<file path="src/rtl/clk_bank_div_pkg.sv">
package clk_bank_div_pkg;
  typedef enum logic {DIV_BY1 = 1'b0, DIV_BY2 = 1'b1} div_mode_e;
  typedef enum logic [1:0] {OG_OFF, OG_ARM, OG_RUN, OG_DRAIN} og_state_e;
endpackage

</file>
<file path="src/rtl/clk_bank_sync.sv">
module clk_bank_sync #(
  parameter int unsigned WIDTH = 1,
  parameter int unsigned STAGES = 2,
  parameter logic [WIDTH-1:0] RST_VAL = '0
) (
  input  logic             clk_i,
  input  logic             rst_ni,
  input  logic [WIDTH-1:0] d_i,
  output logic [WIDTH-1:0] q_o
);
  logic [STAGES-1:0][WIDTH-1:0] stg_q;

  always_ff @(posedge clk_i or negedge rst_ni) begin
    if (!rst_ni) begin
      for (int i = 0; i < STAGES; i++) stg_q[i] <= RST_VAL;
    end else begin
      stg_q[0] <= d_i;
      for (int i = 1; i < STAGES; i++) stg_q[i] <= stg_q[i-1];
    end
  end

  assign q_o = stg_q[STAGES-1];
endmodule

</file>
<file path="src/rtl/clk_bank_core.sv">
module clk_bank_core
  import clk_bank_div_pkg::*;
(
  input  logic clk_i,
  input  logic rst_ni,
  input  logic src_clk_i,
  input  logic src_bad_i,
  input  logic div_sel_i,
  output logic base_o
);
  logic      src_q, base_q, hold_q, rise;
  logic      base_n;
  div_mode_e cur_q, sel_n;

  assign rise = src_clk_i & ~src_q;

  always_comb begin
    sel_n = cur_q;
    // period boundary: source rise while the divided clock is low
    if (rise && !base_q && !src_bad_i) sel_n = div_mode_e'(div_sel_i);
    if (src_bad_i)            base_n = 1'b0;
    else if (hold_q)          base_n = rise;
    else if (sel_n == DIV_BY1) base_n = src_clk_i;
    else                      base_n = rise ? ~base_q : base_q;
  end

  always_ff @(posedge clk_i or negedge rst_ni) begin
    if (!rst_ni) begin
      src_q  <= 1'b0;
      base_q <= 1'b0;
      hold_q <= 1'b1;
      cur_q  <= DIV_BY1;
    end else begin
      src_q  <= src_clk_i;
      base_q <= base_n;
      cur_q  <= sel_n;
      if (src_bad_i) hold_q <= 1'b1;
      else if (rise) hold_q <= 1'b0;
    end
  end

  assign base_o = base_q;

  a_r7_bad_forces_low: assert property (@(posedge clk_i) disable iff (!rst_ni)
    src_bad_i |=> !base_q);
  a_r2_ratio_at_boundary: assert property (@(posedge clk_i) disable iff (!rst_ni)
    (cur_q != $past(cur_q)) |-> !$past(base_q));
  a_r9_hold_until_rise: assert property (@(posedge clk_i) disable iff (!rst_ni)
    (hold_q && !src_bad_i && !rise) |=> !base_q);
endmodule

</file>
<file path="src/rtl/clk_bank_gate.sv">
module clk_bank_gate
  import clk_bank_div_pkg::*;
(
  input  logic clk_i,
  input  logic rst_ni,
  input  logic en_i,
  input  logic bad_i,
  input  logic base_i,
  output logic q_o,
  output logic oe_o
);
  og_state_e st_q, st_n;

  always_comb begin
    st_n = st_q;
    unique case (st_q)
      OG_OFF:   if (en_i) st_n = OG_ARM;
      OG_ARM:   if (!en_i) st_n = OG_OFF;
                else if (!base_i) st_n = OG_RUN;
      OG_RUN:   if (!en_i) st_n = bad_i ? OG_OFF : OG_DRAIN;
      OG_DRAIN: if (en_i) st_n = OG_RUN;
                else if (bad_i || !base_i) st_n = OG_OFF;
      default:  st_n = OG_OFF;
    endcase
  end

  always_ff @(posedge clk_i or negedge rst_ni) begin
    if (!rst_ni) st_q <= OG_ARM;
    else         st_q <= st_n;
  end

  assign oe_o = (st_q != OG_OFF);
  assign q_o  = base_i & ((st_q == OG_RUN) | (st_q == OG_DRAIN));

  a_r5_release_when_low: assert property (@(posedge clk_i) disable iff (!rst_ni)
    ($fell(oe_o) && !$past(bad_i)) |-> !$past(q_o));
  a_r6_driven_before_rise: assert property (@(posedge clk_i) disable iff (!rst_ni)
    $rose(q_o) |-> $past(oe_o));
  a_r6_enable_starts_low: assert property (@(posedge clk_i) disable iff (!rst_ni)
    $rose(oe_o) |-> !q_o);
endmodule

</file>
<file path="src/rtl/clk_bank_div.sv">
module clk_bank_div
  import clk_bank_div_pkg::*;
#(
  parameter int unsigned NUM_OUT = 4,
  parameter int unsigned SYNC_STAGES = 2
) (
  input  logic               clk_i,
  input  logic               rst_ni,
  input  logic               src_clk_i,
  input  logic               src_bad_i,
  input  logic               div_sel_i,
  input  logic [NUM_OUT-1:0] oe_i,
  output logic [NUM_OUT-1:0] q_o,
  output logic [NUM_OUT-1:0] q_oe_o
);
  localparam logic [NUM_OUT-1:0] OE_RST = {NUM_OUT{1'b1}};

  logic               div_sel_s, base;
  logic [NUM_OUT-1:0] oe_s;

  clk_bank_sync #(.WIDTH(1), .STAGES(SYNC_STAGES), .RST_VAL(1'b0)) u_sync_div (
    .clk_i, .rst_ni, .d_i(div_sel_i), .q_o(div_sel_s));

  clk_bank_sync #(.WIDTH(NUM_OUT), .STAGES(SYNC_STAGES), .RST_VAL(OE_RST)) u_sync_oe (
    .clk_i, .rst_ni, .d_i(oe_i), .q_o(oe_s));

  clk_bank_core u_core (
    .clk_i, .rst_ni, .src_clk_i, .src_bad_i,
    .div_sel_i(div_sel_s), .base_o(base));

  for (genvar g = 0; g < NUM_OUT; g++) begin : g_out
    clk_bank_gate u_gate (
      .clk_i, .rst_ni, .en_i(oe_s[g]), .bad_i(src_bad_i), .base_i(base),
      .q_o(q_o[g]), .oe_o(q_oe_o[g]));
  end

  a_r7_bank_low: assert property (@(posedge clk_i) disable iff (!rst_ni)
    src_bad_i |=> (q_o == '0));
endmodule

</file>
<file path="config.mk">
export PLATFORM = sky130hd
export DESIGN_NAME = clk_bank_div
export DESIGN_NICKNAME = d
export VERILOG_FILES = /design/src/rtl/clk_bank_div_pkg.sv /design/src/rtl/clk_bank_sync.sv /design/src/rtl/clk_bank_core.sv /design/src/rtl/clk_bank_gate.sv /design/src/rtl/clk_bank_div.sv
export SDC_FILE = /design/constraint.sdc
export NUM_CORES = 1
export LEC_CHECK = 0
export BUFFER_PORTS_ARGS = -buffer_cell sky130_fd_sc_hd__buf_2
export CAP_MARGIN = 20
export CORE_ASPECT_RATIO = 0.75
export CORE_MARGIN = 2
export CORE_UTILIZATION = 52
export CTS_CLUSTER_DIAMETER = 80
export CTS_CLUSTER_SIZE = 30
export DETAILED_ROUTE_END_ITERATION = 10
export PLACE_DENSITY_LB_ADDON = 0.15
export RECOVER_POWER = 50
export SKIP_CTS_REPAIR_TIMING = 1
export SYNTH_ARGS = -nofsm -noshare
export SYNTH_HDL_FRONTEND = slang
export SYNTH_HIERARCHICAL = 1
export SYNTH_SLANG_ARGS = --single-unit
</file>
<file path="constraint.sdc">
create_clock -name clk_i -period 1.65 [get_ports clk_i]
set_clock_uncertainty 0.05 [all_clocks]
set_input_delay 0.165 -clock clk_i [delete_from_list [all_inputs] [get_ports clk_i]]
set_output_delay 0.165 -clock clk_i [all_outputs]
set_load 0.02 [all_outputs]
</file>
# Word level (Yosys, flattened, before mapping)
# Index checks and enable logic that the tools add are counted.
# totals
out_inout_bits	8
register_bits	22
inputBits	9
# classes
n_bitwise	11
n_mux	30
n_eq_ne	29
n_reduce_logical	18
# op_table
op	n
2-bit 2-to-1 mux	19
2-bit one-hot mux with 4 select lines	4
3-bit != test (second input constant)	7
2-bit == test (second input constant)	8
2-bit != test (second input constant)	8
4-bit AND reduction	4
2-bit nonzero test	5
2-bit by 1-bit == test with 1-bit output (second input constant)	4
2-bit zero test	4
1-bit 2-to-1 mux	7
1-bit AND	5
4-bit by 2-bit != test with 1-bit output (second input constant)	1
1-bit OR	4
3-bit by 2-bit != test with 1-bit output (second input constant)	1
1-bit logical AND	2
1-bit zero test	2
1-bit NOT	2
1-bit logical OR	1

# Longest topological paths before layout
# Gate-level depths: netlist of run 1.
# logic_depth
word_depth	8
ltp_mapped	4

# Cells and area by module
# Netlist of run 1, hierarchy kept.
# modules_own_cells
mod	n_inst	area_per_inst_um2	cells_each
clk_bank_gate	4	107.6	10
clk_bank_sync (u_sync_oe)	1	240.2	12
clk_bank_core	1	207.7	15
clk_bank_sync (u_sync_div)	1	50.0	2

# Least setup slack after synthesis of run 1
# Ideal clock, no wire load.
# synth_path
path_kind	register to register
from	register u_core.base_q, in the netlist u_core/base_o
to	register u_core.base_q, in the netlist u_core/base_o
arrival_time_ns	1.196
period_less_slack_ns	1.341
path_buffers	0
setup_time_ns	0.095
stages_incl_launch_ff	4
path_slack_ns	0.309
path_cell_list	dfrtp_1 -> nor2_1 -> mux2_4 -> o32ai_2
# synth_via
elab_chain_len	7
word_cells_on_any_way	10
cone_classes	1 x eq/ne; 5 x mux; 1 x bitwise; 3 x reduce/logical
# synth_rtl
element	line_no	text
from (decl)	clk_bank_core.sv:11	logic src_q, base_q, hold_q, rise;
from (signal assigned)	clk_bank_core.sv:35	base_q <= base_n;
1-bit zero test	n/a	
1-bit logical AND (2 in series)	clk_bank_core.sv:20	if (rise && !base_q && !src_bad_i) sel_n = div_mode_e'(div_sel_i);
1-bit 2-to-1 mux	clk_bank_core.sv:20	
1-bit 2-to-1 mux	clk_bank_core.sv:23	else if (sel_n == DIV_BY1) base_n = src_clk_i;
1-bit 2-to-1 mux	clk_bank_core.sv:22	else if (hold_q) base_n = rise;
1-bit 2-to-1 mux	clk_bank_core.sv:21	if (src_bad_i) base_n = 1'b0;
# Several ways; a longest one is shown, not always the timed one. The select of a mux whose other input is x is not followed.
# A chain may end at the register's enable or synchronous reset.

# Worst setup path in the final report of run 1
# layout_path
from	register u_core.base_q, in the netlist u_core/base_o
to	output port q_o[1]
# layout_via
elab_chain_len	1
# layout_rtl
element	line_no	text
1-bit AND	clk_bank_gate.sv:33	assign q_o = base_i & ((st_q == OG_RUN) | (st_q == OG_DRAIN));
to (decl)	clk_bank_div.sv:13	output logic [NUM_OUT-1:0] q_o,
# No other way between the ends.

==> results of run 1 <==
[layout make-up]
| type | count | area [um2] |
|---|---|---|
| sequential | 22 | 566.8 |
| timing repair buffer | 24 | 155.1 |
| fill | 139 | 574.3 |
| multi-input combinational | 43 | 331.6 |
| clock buffer | 3 | 22.52 |
| tap | 22 | 27.53 |
| clock inverter | 1 | 30.03 |
[cells in the mapped netlist (4+ instances only)]
master / count
mux2i_1: 5
dfstp_2: 13
nor2b_4: 4
or2_2: 4
buf_4: 4
dfrtp_1: 9
o22a_1: 4
and2_1: 4
nor2_1: 13
[critical path: cells and delay by family (launching register included)]
kind                   cells  cell delay [ps]
buffers and inverters      2              380
DFF                        1              480
and+or+nand+nor            1              140
[metrics by stage]
step | utilization | cells | total power, uW | setup slack (ps) | area (um2)
after floorplan | - | 69 | 936.0 | 308.7 | 928.4
after global placement | 0.5934 | 104 | 1014 | 421.1 | 1013
after detailed placement | 0.5934 | 104 | 1026 | 357.6 | 1013
after CTS | 0.6242 | 108 | 1434 | 120.2 | 1066
after global routing | 0.6637 | 115 | 1510 | 48.03 | 1134
final | 0.6637 | 115 | 1420 | 146.1 | 1134
[cell usage in the layout (no fill, tap or decap)]
cell            n
a21o_1          1
and2_1          4
and3b_2         1
buf_2          14
buf_4           1
bufinv_16       1
clkbuf_1        2
clkbuf_4        3
dfrtp_1         9
dfstp_2        13
dlygate4sd3_1   7
mux2_2          1
mux2_4          1
mux2i_1         5
nand2b_1        1
nand2b_4        1
nor2_1         13
nor2b_4         4
nor3_1          1
o22a_1          4
o32ai_2         1
or2_2           4
or2b_1          1
[report_power, final]
part           internal, uW  switching (uW)  total, uW
clock network           245             152        398
registers               641            57.8        698
logic                   174             150        324
total                  1060             360       1420
[state kept, by name, summed over array words and instances, names as in the netlist]
name,flops
u_sync_oe/stg_q,4
u_sync_oe/q_o,4
u_core/base_o,1
u_core/hold_q,1
u_sync_div/stg_q,1
u_core/cur_q,1
u_sync_div/q_o,1
g_out.u_gate/st_q,8
u_core/src_q,1
[cell families (layout without fill, tap and decap cells)]
family                 Yosys count  in the layout  share of synthesized area
AO/OA/AOI/OAI                    6              6                    0.06335
buffers and inverters            4             28                    0.03235
flip-flops                      22             22                     0.6105
multiplexers                     7              7                    0.08221
AND/OR/NAND/NOR                 30             30                     0.2116
[routing by layer]
layer / global-route usage / share of wire / vias to the layer above
met5: 0 / 0 / -
met2: 0.2313 / 0.48 / 12
met3: 0.07836 / 0.046 / 2
met4: 0.03846 / 0.0069 / 0
li1: - / - / 274
met1: 0.1678 / 0.47 / 262
[how the worst min path moves through the flow]
stage | end | cells past startpoint | slack (ps)
6_report | u_core/hold_q | 2 | 150
5_1_grt | u_core/base_o | 2 | 140
4_1_cts | u_sync_div/q_o | 1 | -250
3_5_place_dp | u_sync_div/q_o | 1 | 100
3_3_place_gp | u_sync_div/stg_q[0] | 1 | 90
2_1_floorplan | g_out[0].u_gate/st_q[1] | 0 | -180
==> metrics.txt, run 1 <==
status=finished, final reports clean; Avg Cell Area, Syn=about 13 um2; Final nets=103; relative slew slack=0.2558; Die X-Extent=52.79 um; Synth warnings=6; Critical R2R Capture=u_core/base_o; crit-path max cell delay=480 ps; sequential area share after synthesis=0.6105; Critical Path Sink Type=output pin; CP Class=reg -> out; minimum clock period after layout=between 1500 and 2000 ps; largest net degree at the start of global routing=23; DPL Wire Length=~950 um; routability cong.=0.7072; end of the critical path=q_o[1]; worst path required time=1430 ps; unrepaired setup endpoints after global routing=no; FFs w/ async S/R, synth=1.000; Netlist Area Pre-Place=928.4 um2; Period Utilization, post-route=0.9114; routed vias=550; crit path cell chain=buf_4, and2_1, buf_2; r2r worst-path depth=3; flop-to-flop setup slack=350 ps; vias in the first global route=approximately 470; ranking of synthesized cells by area=dfstp_2 37%, dfrtp_1 24%, nor2b_4 5.9%, mux2i_1 5.4%, nor2_1 5.3%; TritonCTS clock tree=built; initial core utilization=0.5436; Rows=13; number of CTS-inserted buffers=3; distinct cell type count of the synthesized netlist=18; worst slew pin tran=1116 ps; Syn Inst Count=69; layout cell share with drive strength beyond 1=0.4839; Slew Limit Fails=0; Ant. Diodes=0; endpoints failing setup=0; top cell type's share of synthesized area=0.3679; cell taking the most area after synthesis=dfstp_2; main flop type after synthesis=dfstp_2; Crit path arrival time=between 1000 and 1500 ps; Crit-path slowest cell=dfrtp_1; critical path fanouts, max=7; setup total negative slack=0 ps; core area=0.001708 mm2; min-delay worst type=in -> reg; post-synth net total=78; clk sinks=22; P&R area growth vs syn=22.10%; VDD IR max=0.0009793 V; worst r2r src=u_core/base_o; number of remaining DRC errors=0; drt first pass iters=4; Port Buffers=16; Hold WS=146.6 ps; grt total ovfl=0; I/O pin cnt=17; flip-flop and latch count after synthesis=22; initial antenna violation count=0; clk slew on worst S/H paths=110 ps; Fin. Hold Viols=0; Max Freq=0.6650 GHz; global-route wire length before repair=2.007 mm; clock buffer depth=2; Power Density=1253 mW/mm2; wire per inst=approximately 11 um; number of enable flip-flop cells after synthesis=0; maxcap violations=0; critical path launch point=u_core/base_o; H-tree levels=1; worst-skew pair later-pin latency=300 ps; Leakage=0.0005307 uW; Die Span Y=roughly 41 um; DIE AREA=0.002143 mm2; via/cell ratio=about 4.8; hold wc startpoint=src_bad_i; CP startpoint kind=register; WL final=1.310 mm; Root Driver=clkbuf_4; GRT Overall Usage=0.1430; post-route antenna net violation count=0; DRT iter0 DRCs=6
No activity file was read; power rests on OpenSTA's default activity.
==> run 2: changes to the inputs <==
- GPL_TIMING_DRIVEN: unset -> 0
- MAX_ROUTING_LAYER: unset -> met4
==> run 2 against run 1 <==
Combinational power grew 2%; largest power group unchanged; routed wire length grew 11%; flip-flop and latch count is the same.
==> metrics.txt, run 2 (synthesis results as in run 1) <==
relative slew slack=0.6890; post-route setup slack=225.4 ps; post-route antenna net violation count=0; DRT iter0 DRCs=0; layout cell share with drive strength beyond 1=0.5208; CP startpoint kind=register; Die X-Extent=52.79 um; DIE AREA=0.002143 mm2; min-delay worst type=in -> reg; worst-skew pair later-pin latency=300 ps; Area after DPL=between 0.001 and 0.0015 mm2; Biggest register=g_out.u_gate/st_q; worst slew pin tran=~470 ps; grt total ovfl=0; Power Density=1240 mW/mm2; Leakage=0.0005460 uW; via/cell ratio=4.788; global-route wire length before repair=2.263 mm; worst path required time=between 1000 and 1500 ps; endpoints failing setup=0; drt first pass iters=1; initial core utilization=0.5436; Crit path arrival time=1210 ps; critical path fanouts, max=12; Port Buffers=16; routed vias=565; setup total negative slack=0 ps; initial antenna violation count=0; vias in the first global route=540; status=finished, final reports clean; clock buffer depth=2; Rows=13; max FFs per register=8; largest net degree at the start of global routing=23; maxcap violations=0; number of CTS-inserted buffers=3; I/O pin cnt=17; Die Span Y=roughly 40 um; WL final=roughly 1.5 mm; P&R area growth vs syn=24.80%; unrepaired setup endpoints after global routing=no; Overall Power=1437 uW; Root Driver=clkbuf_4; Hold WS=138.1 ps; VDD IR max=0.0009562 V; Period Utilization, post-route=0.8634; wire per inst=12.31 um; core area=0.001708 mm2; Post-Route M1 WL=about 700 um; GRT Overall Usage=0.1634; routability cong.=0.6752; clk slew on worst S/H paths=about 120 ps; final cell area excluding filler cells=0.001159 mm2; # fillers=139; Final nets=106; Max Freq=0.7019 GHz; number of remaining DRC errors=0; Setup WS pre-CTS=around 150 ps; commonest non-fill, non-tap cell in the layout=buf_2; commonest cells after routing, fill and taps aside=15 x buf_2, 13 x nor2_1, 13 x dfstp_2; minimum clock period after layout=1425 ps; Fin. Hold Viols=0; Slew Limit Fails=0; max layer used=met4; CP Class=reg -> out; Critical Path Sink Type=output pin; Ant. Diodes=0; TritonCTS clock tree=built; met3 wire length=49 um; clk sinks=22; WL met2=roughly 700 um; H-tree levels=1
-- run 2: final cells by class --
type | instances | area [um2] | share of cell area
timing repair buffer | 23 | 148.9 | 0.1285
sequential | 22 | 568.0 | 0.4903
clock inverter | 1 | 30.03 | 0.02592
tap | 22 | 27.53 | 0.02376
buffer | 4 | 30.03 | 0.02592
clock buffer | 3 | 22.52 | 0.01944
multi-input combinational | 43 | 331.6 | 0.2862
-- run 2: path summary, 6_finish.rpt --
path / from / to / slack (ps) / cells past startpoint
max in group asynchronous: rst_ni / u_sync_oe/stg_q[0] / 890 / 2
setup / recovery: u_core/base_o / q_o[0] / 230 / 2
hold / removal: src_bad_i / u_core/base_o / 140 / 2
hold reg to reg: u_sync_oe/stg_q[2] / u_sync_oe/q_o[2] / 310 / 0
setup reg to reg: u_core/base_o / u_core/base_o / 270 / 3
min in group asynchronous: rst_ni / g_out[2].u_gate/st_q[1] / 310 / 2
-- run 2: where the power goes --
| part | switching [uW] | internal, uW | leakage, uW |
|---|---|---|---|
| combinational | 151 | 179 | 0.000273 |
| sequential | 63.7 | 641 | 0.000245 |
| clock | 156 | 245 | 0.0000279 |
-- run 2: metal layers --
layer / up-vias / global-route usage
li1: 283 / -
met1: 268 / 0.1788
met2: 12 / 0.2750
met3: 2 / 0.06716
met4: 0 / 0.05769
met5: - / -
-- run 2: critical path, stage by stage, from the launching register on --
cell     delay [ps]
dfrtp_2         570
and2_1          180
buf_2           160
-- run 2: per-stage QoR --
stage / util / std cells
after floorplan: - / 69
after global placement: 0.6066 / 107
after detailed placement: 0.6066 / 107
after CTS: 0.6374 / 111
after global routing: 0.6784 / 118
final: 0.6784 / 118
